--- src/rtl/scan_pkg.sv ---
package scan_pkg;
  localparam int ENABLE_BIT = 0;
  localparam int ROTATE_BIT = 1;

  typedef enum logic {
    SEL_BASE = 1'b0,
    SEL_CTRL = 1'b1
  } reg_sel_e;

  localparam int CHANNELS = 3;
endpackage

--- src/rtl/scan_regs.sv ---
module scan_regs
  import scan_pkg::*;
#(
  parameter int ADDR_W    = 32,
  parameter int BASE_BITS = 11
) (
  input  logic                 clk,
  input  logic                 rst_n,
  input  logic                 wr_en,
  input  logic                 wr_idx,
  input  logic [ADDR_W-1:0]    wr_data,
  input  logic                 rd_idx,
  output logic [ADDR_W-1:0]    rd_data,
  input  logic                 frame_start,
  input  logic                 frame_take,
  output logic                 disp_en,
  output logic [BASE_BITS-1:0] use_base,
  output logic                 use_rot
);
  logic [ADDR_W-1:0]    base_q;
  logic [ADDR_W-1:0]    ctrl_q;
  logic [BASE_BITS-1:0] act_base_q;
  logic                 act_rot_q;
  logic [BASE_BITS-1:0] live_base;
  logic                 live_rot;

  assign live_base = base_q[ADDR_W-1 -: BASE_BITS];
  assign live_rot  = ctrl_q[ROTATE_BIT];
  assign disp_en   = ctrl_q[ENABLE_BIT];

  // The first pixel of a frame already sees freshly written settings.
  assign use_base = frame_start ? live_base : act_base_q;
  assign use_rot  = frame_start ? live_rot  : act_rot_q;

  always_comb begin
    rd_data = (reg_sel_e'(rd_idx) == SEL_CTRL) ? ctrl_q : base_q;
  end

  always_ff @(posedge clk) begin
    if (!rst_n) begin
      base_q     <= '0;
      ctrl_q     <= '0;
      act_base_q <= '0;
      act_rot_q  <= 1'b0;
    end else begin
      if (wr_en) begin
        if (reg_sel_e'(wr_idx) == SEL_CTRL) ctrl_q <= wr_data;
        else                                base_q <= wr_data;
      end
      if (frame_take) begin
        act_base_q <= live_base;
        act_rot_q  <= live_rot;
      end
    end
  end

  // latched frame settings move only on an accepted first pixel
  a_r7_frame_hold: assert property (@(posedge clk) disable iff (!rst_n)
    !frame_take |=> ($stable(act_base_q) && $stable(act_rot_q)));
endmodule

--- src/rtl/scan_addr.sv ---
module scan_addr #(
  parameter int ADDR_W     = 32,
  parameter int BASE_BITS  = 11,
  parameter int H_PIX      = 640,
  parameter int V_LINES    = 480,
  parameter int PITCH_LOG2 = 10,
  parameter int XW         = 10,
  parameter int YW         = 9
) (
  input  logic [XW-1:0]        x,
  input  logic [YW-1:0]        y,
  input  logic [BASE_BITS-1:0] base_hi,
  input  logic                 rot,
  output logic [ADDR_W-1:0]    addr
);
  localparam int LOW_W = ADDR_W - BASE_BITS;
  localparam int BYTE_SHIFT = 2;

  logic [XW-1:0]     col;
  logic [YW-1:0]     row;
  logic [ADDR_W-1:0] word_off;

  always_comb begin
    col = rot ? XW'(H_PIX - 1 - int'(x))   : x;
    row = rot ? YW'(V_LINES - 1 - int'(y)) : y;
    word_off = (ADDR_W'(row) << PITCH_LOG2) + ADDR_W'(col);
    addr = {base_hi, {LOW_W{1'b0}}} + (word_off << BYTE_SHIFT);
  end
endmodule

--- src/rtl/scan_unpack.sv ---
module scan_unpack
  import scan_pkg::*;
#(
  parameter int DATA_W = 32,
  parameter int CW     = 8
) (
  input  logic              clk,
  input  logic              rst_n,
  input  logic              disp_en,
  input  logic              rsp_valid,
  input  logic [DATA_W-1:0] rsp_data,
  output logic              pix_valid,
  output logic [CW-1:0]     chan [CHANNELS]
);
  // chan[0] = red (bits 23:16), chan[1] = green, chan[2] = blue (bits 7:0)
  for (genvar c = 0; c < CHANNELS; c++) begin : g_chan
    localparam int LSB = (CHANNELS - 1 - c) * CW;
    always_ff @(posedge clk) begin
      if (!rst_n)         chan[c] <= '0;
      else if (!disp_en)  chan[c] <= '0;
      else if (rsp_valid) chan[c] <= rsp_data[LSB +: CW];
    end
  end

  always_ff @(posedge clk) begin
    if (!rst_n) pix_valid <= 1'b0;
    else        pix_valid <= rsp_valid;
  end

  // fixed one-cycle latency from response to pixel
  a_r8_latency: assert property (@(posedge clk) disable iff (!rst_n)
    rsp_valid |=> pix_valid);
  a_r8_no_spurious: assert property (@(posedge clk) disable iff (!rst_n)
    !rsp_valid |=> !pix_valid);
  // disabled display shows black
  a_r5_black: assert property (@(posedge clk) disable iff (!rst_n)
    !disp_en |=> (chan[0] == '0 && chan[1] == '0 && chan[2] == '0));
endmodule

--- src/rtl/scan_fetch_top.sv ---
module scan_fetch_top
  import scan_pkg::*;
#(
  parameter int ADDR_W     = 32,
  parameter int DATA_W     = 32,
  parameter int BASE_BITS  = 11,
  parameter int H_PIX      = 640,
  parameter int V_LINES    = 480,
  parameter int PITCH_LOG2 = 10,
  parameter int CW         = 8,
  parameter int XW         = $clog2(H_PIX),
  parameter int YW         = $clog2(V_LINES)
) (
  input  logic              clk,
  input  logic              rst_n,
  input  logic              cfg_wr_en,
  input  logic              cfg_wr_idx,
  input  logic [ADDR_W-1:0] cfg_wr_data,
  input  logic              cfg_rd_idx,
  output logic [ADDR_W-1:0] cfg_rd_data,
  input  logic              pos_valid,
  output logic              pos_ready,
  input  logic [XW-1:0]     pos_x,
  input  logic [YW-1:0]     pos_y,
  output logic              fetch_valid,
  input  logic              fetch_ready,
  output logic [ADDR_W-1:0] fetch_addr,
  input  logic              rsp_valid,
  input  logic [DATA_W-1:0] rsp_data,
  output logic              pix_valid,
  output logic [CW-1:0]     pix_red,
  output logic [CW-1:0]     pix_green,
  output logic [CW-1:0]     pix_blue
);
  logic                 disp_en;
  logic                 frame_start;
  logic                 frame_take;
  logic [BASE_BITS-1:0] use_base;
  logic                 use_rot;
  logic [CW-1:0]        chan [CHANNELS];

  assign frame_start = pos_valid && (pos_x == '0) && (pos_y == '0);
  assign pos_ready   = disp_en ? fetch_ready : 1'b1;
  assign fetch_valid = pos_valid && disp_en;
  assign frame_take  = frame_start && pos_ready;

  scan_regs #(
    .ADDR_W(ADDR_W), .BASE_BITS(BASE_BITS)
  ) u_regs (
    .clk(clk), .rst_n(rst_n),
    .wr_en(cfg_wr_en), .wr_idx(cfg_wr_idx), .wr_data(cfg_wr_data),
    .rd_idx(cfg_rd_idx), .rd_data(cfg_rd_data),
    .frame_start(frame_start), .frame_take(frame_take),
    .disp_en(disp_en), .use_base(use_base), .use_rot(use_rot)
  );

  scan_addr #(
    .ADDR_W(ADDR_W), .BASE_BITS(BASE_BITS), .H_PIX(H_PIX), .V_LINES(V_LINES),
    .PITCH_LOG2(PITCH_LOG2), .XW(XW), .YW(YW)
  ) u_addr (
    .x(pos_x), .y(pos_y), .base_hi(use_base), .rot(use_rot), .addr(fetch_addr)
  );

  scan_unpack #(
    .DATA_W(DATA_W), .CW(CW)
  ) u_unpack (
    .clk(clk), .rst_n(rst_n), .disp_en(disp_en),
    .rsp_valid(rsp_valid), .rsp_data(rsp_data),
    .pix_valid(pix_valid), .chan(chan)
  );

  assign pix_red   = chan[0];
  assign pix_green = chan[1];
  assign pix_blue  = chan[2];

  // a disabled display drains positions without fetching
  a_r5_drain: assert property (@(posedge clk) disable iff (!rst_n)
    (pos_valid && !disp_en) |-> (pos_ready && !fetch_valid));
  // the column field of a fetch never reaches the row padding
  a_r3_pad_skip: assert property (@(posedge clk) disable iff (!rst_n)
    fetch_valid |-> (int'(fetch_addr[PITCH_LOG2+1:2]) < H_PIX));
  // an enabled stall holds the position
  a_r9_stall: assert property (@(posedge clk) disable iff (!rst_n)
    (fetch_valid && !fetch_ready) |-> !pos_ready);
endmodule

--- config.mk ---
export PLATFORM = sky130hd
export DESIGN_NAME = scan_fetch_top
export DESIGN_NICKNAME = d
export VERILOG_FILES = /design/src/rtl/scan_pkg.sv /design/src/rtl/scan_regs.sv /design/src/rtl/scan_addr.sv /design/src/rtl/scan_unpack.sv /design/src/rtl/scan_fetch_top.sv
export SDC_FILE = /design/constraint.sdc
export NUM_CORES = 1
export LEC_CHECK = 0
export CORE_AREA = 2 2 177 92
export CTS_CLUSTER_SIZE = 8
export DETAILED_ROUTE_END_ITERATION = 16
export DIE_AREA = 0 0 179 94
export GPL_ROUTABILITY_DRIVEN = 0
export HOLD_SLACK_MARGIN = 0.1
export PLACE_DENSITY_LB_ADDON = 0.3
export REMOVE_ABC_BUFFERS = 1
export SLEW_MARGIN = 20
export SYNTH_ARGS = -nofsm -noshare
export SYNTH_HDL_FRONTEND = slang
export SYNTH_SLANG_ARGS = --single-unit
--- constraint.sdc ---
create_clock -name clk -period 4.59 [get_ports clk]
set_input_delay 0.918 -clock clk [delete_from_list [all_inputs] [get_ports clk]]
set_output_delay 0.918 -clock clk [all_outputs]
set_load 0.01 [all_outputs]
# Word-level counts from Yosys, hierarchy flattened
# Index checks and enable logic that the tools add are counted.
totals:
  ff_bits: 101
  output_inout_bits: 91
  word_cells: 28
op_classes:
  add_sub_neg: 4
  mux: 6
  bitwise_logic: 1
  reduce_logical: 9
op_table:
  columns: ["cell", "count"]
  rows:
  - ["adder 32 x 22 -> 32 bit", 1]
  - ["two-way mux 32 bit", 1]
  - ["adder 19 x 10 -> 20 bit", 1]
  - ["two-way mux 11 bit", 1]
  - ["zero test 10 bit", 1]
  - ["two-way mux 10 bit", 1]
  - ["subtractor 10 bit, first input constant", 1]
  - ["zero test 9 bit", 1]
  - ["two-way mux 9 bit", 1]
  - ["subtractor 9 bit, first input constant", 1]
  - ["AND reduction 2 bit", 3]
  - ["logical AND 1 bit", 4]
  - ["two-way mux 1 bit", 2]
  - ["NOT 1 bit", 1]

# Depth between registers and ports, before layout
# Gate-level depths: netlist (run 1).
depth:
  ltp_word: 7
  mapped_depth: 7
  mapped_depth_nobuf: 5

# Cells and area by module
# A second synthesis (run 1) with hierarchy kept.
hier_totals:
  cells_unflattened: 470
  area_unflattened_um2: 4774.6
by_module_without_submodules:
  columns: ["mod", "instances", "cells_per_inst", "area_each_um2"]
  rows:
  - ["scan_regs", 1, 332, 3408.3]
  - ["scan_unpack", 1, 80, 902.1]
  - ["scan_addr", 1, 47, 367.9]
  - ["scan_fetch_top", 1, 11, 96.3]

# Worst setup path before layout (run 1)
# OpenSTA, ideal clock, no wires.
synth_path:
  path_type: "input to output"
  from: "in pos_y[0]"
  to: "out fetch_addr[15]"
  t_arrival_ps: 2171
  required_ps: 3672
  path_slack_ps: 1501
  stages: 7
  n_path_buf: 2
  path_cell_list: "nor4_1 > and3_2 > nand3_1 > and2_4 > buf_6 > buf_12 > xnor2_1"
synth_between:
  elab_chain_cells: 6
synth_rtl:
  columns: ["item", "line_no", "rtl"]
  rows:
  - ["from (decl)", "scan_fetch_top.sv:24", "input logic [YW-1:0] pos_y,"]
  - ["parallel branches: the longest is 4 deep, another holds subtractor 9 bit", null, null]
  - ["adder 19 x 10 -> 20 bit *", "scan_addr.sv:26", "word_off = (ADDR_W'(row) << PITCH_LOG2) + ADDR_W'(col);"]
  - ["adder 32 x 22 -> 32 bit *", "scan_addr.sv:27", "addr = {base_hi, {LOW_W{1'b0}}} + (word_off << BYTE_SHIFT);"]
  - ["to (decl)", "scan_fetch_top.sv:27", "output logic [ADDR_W-1:0] fetch_addr,"]
# Mark *: on every way between the ends.

# Worst setup path after layout (run 1)
layout_path:
  from: "in pos_y[5]"
  to: "out fetch_addr[18]"
# Same word-level chain as after synthesis.

==> impl_metrics.tcl, run 1 <==
set metrics [dict create \
    status "finished clean" \
    synth_xor_area_share_pct 2.71 \
    cts_tree "yes" \
    floorplan.initialDensity_pct 29.8 \
    grt_pass1_vias 3731 \
    postCtsHoldBufs 0 \
    path_cells "clkdlybuf4s50_1 > nor4_1 > nand3_1 > o21ai_2 > and2_4 > mux2i_1 > clkdlybuf4s50_1" \
    powerDensity_nw_per_um2 290 \
    synthMuxAreaShare_pct 16.2 \
    rows 32 \
    die_w_um 179 \
    cts_root_buffer "clkbuf_16" \
    seq_power_share_pct 47.8 \
    cts_made_buffers 9 \
    switching_power_mw 0.459 \
    critPathMostFrequentCell "clkdlybuf4s50_1" \
    avgSynthCellArea_um2 8.79 \
    seq_area_frac_synth_pct 44.7 \
    required_ns 3.67 \
    critPathArrivalTime_ns 3.31 \
    post-route-min-period_ns 4.23 \
    tns_ns 0 \
    timing.hold.ws_ns 0.459 \
    crit_path_top_delay_cell "clkdlybuf4s50_1" \
    leakage_nw 2.48 \
    wl_um 11900 \
    synthTopCellsByArea "dfxtp_1 45%, nand2_1 12%, mux2_2 11%, a21boi_0 11%, mux2i_1 5.5%" \
    clockBufferDepth 2 \
    vias_per_cell 4.46 \
    cts_sinks 101 \
    relSlewSlack_pct 44.5 \
    routed-via-count 3892 \
    drc 0 \
    hold_class "flip-flop to flip-flop" \
    dr.first_iter.drc_count 183 \
    critical_path_class "input port to primary output" \
    routedWlPerCell_um 13.6 \
    grt_pass1_wl_um 18400 \
    slowest_delay_ns 0.56 \
    synth-simple-area-share_pct 18.1 \
    finClkSkew_ns 0.00685 \
    synthCells 515 \
    hold_violations 0 \
    finalPower_mw 1.92 \
    final_net_count 757 \
    fp.dieH_um 94 \
    final_cell_mix "170 x clkdlybuf4s50_1, 143 x nand2_1, 101 x dfxtp_1, 64 x a21boi_0, 43 x mux2_2" \
    antennaDiodeCount 0 \
    ys.warnings.count 0 \
    p_sw_share_pct 23.8 \
    clk_pin_slew_ns 0.07 \
    yosys.area.top_type_share_pct 44.7 \
    final_common_cell "clkdlybuf4s50_1" \
    core_um2 15200 \
    antenna_found_initial 0 \
    port_buffers 171 \
    ys_ff_latch 101 \
    combPwrFrac_pct 14.2 \
    worst_slew_pin_slew_ns 0.831 \
    first_pass_iters 4 \
    grt_overflow 0 \
    ant_nets 0 \
    post-route-util_pct 43.8 \
    internal_power_mw 1.46 \
    end_kind "primary output" \
    synth_fa_ha_area_share_pct 0.553 \
    rsz0062_at_grt "no" \
    area_growth_pct 46.7 \
    crit_fanout 14 \
    clkPwrFrac_pct 38.0 \
    vdd_drop_max_uv 196 \
    io_pins 182 \
    drive_above_1_share_pct 10.8 \
    post-route-period-util_pct 92.1 \
    grt_max_degree 90 \
    finalSetupViolCount 0 \
    maxSlewViolCount 0 \
    maxCapViolations 0 \
    track_usage_pct 13.9 \
    yosys.area.top_type "dfxtp_1" \
    synth_compound_area_share_pct 12.7 \
    htreeDepth 3 \
    cts_setup_buffers 0 \
    synthesis.area_um2 4530 \
    ys_types 33 \
    crit_path_start_kind "input port" \
    post_cts_resize_count 0 \
    synth_top_family_by_area "simple AND/OR/NAND/NOR gates" \
    die_area_um2 16800 \
    place_hpwl_um 8090 \
    clkLatencyLatePin_ns 0.33 \
    r2r_slack_ns 3.12 \
    fmax_ghz 0.237 \
]
## metrics by stage
step / setup slack, ns / cells / cell area, µm²
final: 0.363 / 873 / 6640
after global routing: 0.208 / 873 / 6640
after CTS: 0.341 / 873 / 6640
after detailed placement: 0.359 / 857 / 6350
after global placement: 0.369 / 857 / 6350
after floorplan: 1.29 / 473 / 4320
## power by group through the flow
stage | Clock, mW | Combinational, mW | Sequential, mW
2_1_floorplan | 0 | 0.0980 | 0.937
3_3_place_gp | 0 | 0.275 | 0.938
3_5_place_dp | 0 | 0.278 | 0.939
4_1_cts | 0.753 | 0.279 | 0.919
5_1_grt | 0.790 | 0.298 | 0.922
6_report | 0.731 | 0.274 | 0.919
## flip-flops by register name, summed over array words and instances, names as in the netlist
signal	flops
u_regs.act_rot_q	1
u_regs.ctrl_q	32
u_regs.act_base_q	11
u_regs.base_q	32
u_unpack.pix_valid	1
u_unpack.chan	24
## cells by family (layout without fill, tap and decap cells)
family / count (synthesis) / after routing
buf+inv: 47 / 200
flops: 101 / 101
other cells: 1 / 2
simple gates: 201 / 201
compound gates: 81 / 81
mux: 68 / 68
xor+xnor: 14 / 14
fa+ha+maj: 2 / 2
## area by class of cell
class | count | area, µm²
Clock inverter | 4 | 31.3
Inverter | 4 | 15.0
Sequential cell | 101 | 2020
Timing Repair Buffer | 180 | 1770
Tap cell | 204 | 255
Fill cell | 1483 | 8530
Multi-Input combinational cell | 368 | 2290
Clock buffer | 12 | 256
## cell usage after synthesis, drive strengths merged
master and count:
nor2 25, inv 4, nor4 4, ha 2
xnor2 12, xor2 2, o21ai 14, nand2 143
a21boi 64, a32oi 1, and2 5, nor2b 1
clkbuf 28, nand2b 2, nand3 15, mux2i 25
and3 2, dfxtp 101, a21oi 1, nor4b 1
mux2 43, conb 1, nor3 3, o22ai 1
buf 15
## per-layer routing
metal	part of all wire [%]	global-route usage [%]	vias to the layer above
li1	-	-	1999
met1	44	15.8	1820
met2	52	26.4	68
met3	3.9	2.91	5
met4	0.63	3.05	0
met5	0	0	-
## critical path: cells and delay by family
kind	cells	cell delay [ns]
buf+inv	2	1.03
simple gates	3	0.93
mux	1	0.22
compound gates	1	0.21
## final timing paths
| path | start | cells past startpoint | endpoint |
|---|---|---|---|
| worst max-delay path | pos_y[5] | 7 | fetch_addr[18] |
| worst min-delay path | u_regs.act_base_q[0] | 2 | u_regs.act_base_q[0] |
| worst max register to register | u_regs.ctrl_q[0] | 3 | u_regs.act_base_q[6] |
| worst min register to register | u_regs.act_base_q[0] | 2 | u_regs.act_base_q[0] |
Power figures use the tool's default switching activity.
==> run 2, diff against run 1 <==
--- a/config.mk
+++ b/config.mk
@@ -5,6 +5,7 @@
 export SDC_FILE = /design/constraint.sdc
 export NUM_CORES = 1
 export LEC_CHECK = 0
+export CAP_MARGIN = 40
 export CORE_AREA = 2 2 177 92
 export CTS_CLUSTER_SIZE = 8
 export DETAILED_ROUTE_END_ITERATION = 16
==> run 2 against run 1 <==
Effect of this change:
- via count down 0.15%
- highest routed layer unchanged
- setup slack lost 0.024 ns
- routed wire length is the same
- register-to-register slack about the same
- final cell count up 0.11%
- sequential power hardly changed
- global-route usage rose by 0.068 points
- clock power rose by 6.2%
- largest cell class unchanged
==> impl_metrics.tcl, run 2 (same netlist as run 1, synthesis figures left out) <==
set metrics [dict create \
    tns_ns 0 \
    critical_path_class "input port to primary output" \
    crit_path_top_delay_cell "clkdlybuf4s50_1" \
    track_usage_pct 13.9 \
    grt_max_degree 90 \
    leakage_nw 2.49 \
    min_delay_path_depth 2 \
    antenna_found_initial 0 \
    routedWlPerCell_um 13.6 \
    rsz0062_at_grt "no" \
    fp.dieH_um 94 \
    antennaDiodeCount 0 \
    floorplan.initialDensity_pct 29.8 \
    internal_power_mw 1.51 \
    path_cells "clkdlybuf4s50_1 > nor4_1 > nand3_1 > o21ai_2 > and2_4 > mux2i_1 > clkdlybuf4s50_1" \
    io_pins 182 \
    grt_overflow 0 \
    place_hpwl_um 8120 \
    crit_fanout 14 \
    maxSlewViolCount 0 \
    ant_nets 0 \
    clkPwrFrac_pct 39.4 \
    maxCapViolations 0 \
    largest_registers "u_regs.base_q: 32 flops, u_regs.ctrl_q: 32 flops, u_unpack.chan: 24 flops" \
    cts_tree "yes" \
    seq_power_share_pct 46.7 \
    post-route-period-util_pct 92.6 \
    r2r_slack_ns 3.11 \
    rows 32 \
    drc 0 \
    cts_sinks 101 \
    crit_path_start_kind "input port" \
    fmax_ghz 0.235 \
    postCtsHoldBufs 0 \
    final_cell_mix "170 x clkdlybuf4s50_1, 143 x nand2_1, 101 x dfxtp_1, 64 x a21boi_0, 43 x mux2_2" \
    critPathArrivalTime_ns 3.33 \
    post-route-min-period_ns 4.25 \
    cts_root_buffer "clkbuf_16" \
    timing.hold.ws_ns 0.454 \
    r2r_cells 3 \
    post_cts_resize_count 0 \
    r2r-start "u_regs.ctrl_q[0]" \
    p_sw_share_pct 23.4 \
    nFillCells 1482 \
    r2r_end "u_regs.act_base_q[1]" \
    critPathMostFrequentCell "clkdlybuf4s50_1" \
    wl_um 11900 \
    die_w_um 179 \
    htreeDepth 3 \
    switching_power_mw 0.462 \
    required_ns 3.67 \
    port_buffers 171 \
    vias_per_cell 4.45 \
    clk_pin_slew_ns 0.07 \
    first_pass_iters 4 \
    hold_start "u_regs.act_base_q[8]" \
    die_area_um2 16800 \
    final_net_count 758 \
    end_kind "primary output" \
    slowest_delay_ns 0.56 \
    core_um2 15200 \
    clockBufferDepth 2 \
    cts_made_buffers 9 \
    hold_violations 0 \
    status "finished clean" \
    combPwrFrac_pct 13.9 \
    worst_slew_pin_slew_ns 0.777 \
    area_growth_pct 47.3 \
    worstHoldEndpoint "u_regs.act_base_q[8]" \
    cts_setup_buffers 0 \
    hold_class "flip-flop to flip-flop" \
    dr.first_iter.drc_count 143 \
    powerDensity_nw_per_um2 295 \
    finClkSkew_ns 0.00652 \
    grt_pass1_wl_um 18400 \
    clkLatencyLatePin_ns 0.34 \
    vdd_drop_max_uv 176 \
    relSlewSlack_pct 48.2 \
    drive_above_1_share_pct 10.7 \
    routed-via-count 3886 \
    final_common_cell "clkdlybuf4s50_1" \
    finalSetupViolCount 0 \
    grt_pass1_vias 3719 \
]
[run 2: changes by cell type in the layout (fill, tap and decap cells not counted)]
cell,before,now
bufinv_16,0,1
clkbuf_1,1,2
inv_8,0,1
buf_8,0,1
clkbuf_8,2,1
clkinv_4,2,0
[run 2: how the worst max path moves through the flow]
stage	start	end	slack, ns	depth (start not counted)
after floorplan	pos_y[0]	fetch_addr[21]	1.29	4
after global placement	pos_y[0]	fetch_addr[18]	0.37	7
after detailed placement	pos_y[0]	fetch_addr[18]	0.33	7
after CTS	pos_y[0]	fetch_addr[18]	0.32	7
after global routing	pos_y[0]	fetch_addr[18]	0.18	7
final	pos_y[0]	fetch_addr[18]	0.34	7
[run 2: per-layer routing]
metal  up-vias  routed length, µm  global-route usage [%]
li1       2010                  -                       -
met1      1799               5130                    15.9
met2        68               6190                    26.2
met3         9                507                    3.36
met4         0                 83                    3.25
met5         -                  0                       0
[run 2: power by group through the flow]
stage	Combinational, mW	Clock [mW]	Sequential, mW
4_1_cts	0.279	0.800	0.919
3_5_place_dp	0.278	0	0.939
2_1_floorplan	0.0980	0	0.937
5_1_grt	0.299	0.831	0.922
6_report	0.274	0.776	0.919
3_3_place_gp	0.275	0	0.938
[run 2: critical path, delay by kind of cell]
family,cells,cell delay [ns]
muxes,1,0.22
and+or+nand+nor,3,0.99
buffers and inverters,2,0.99
AOI/OAI and AO/OA,1,0.22
[run 2: layout make-up]
type / count / area [µm²] / area share, %
well taps: 204 / 255 / 3.83
flip-flops and latches: 101 / 2020 / 30.3
clock buffers: 12 / 246 / 3.70
repair buffers: 181 / 1790 / 26.8
clock inverters: 4 / 55.1 / 0.825
inverters: 4 / 15.0 / 0.225
multi-input cells: 368 / 2290 / 34.3
[run 2: metrics by stage]
step                area [µm²]  instances  total power, mW  utilization (%)  worst slack, ns
detailed placement        6370        858             1.22             42.0            0.333
global placement          6350        857             1.21             41.9            0.369
CTS                       6670        874             2.00             44.0            0.322
global route              6670        874             2.05             44.0            0.177
floorplan                 4320        473             1.03                -             1.29
finish                    6670        874             1.97             44.0            0.340
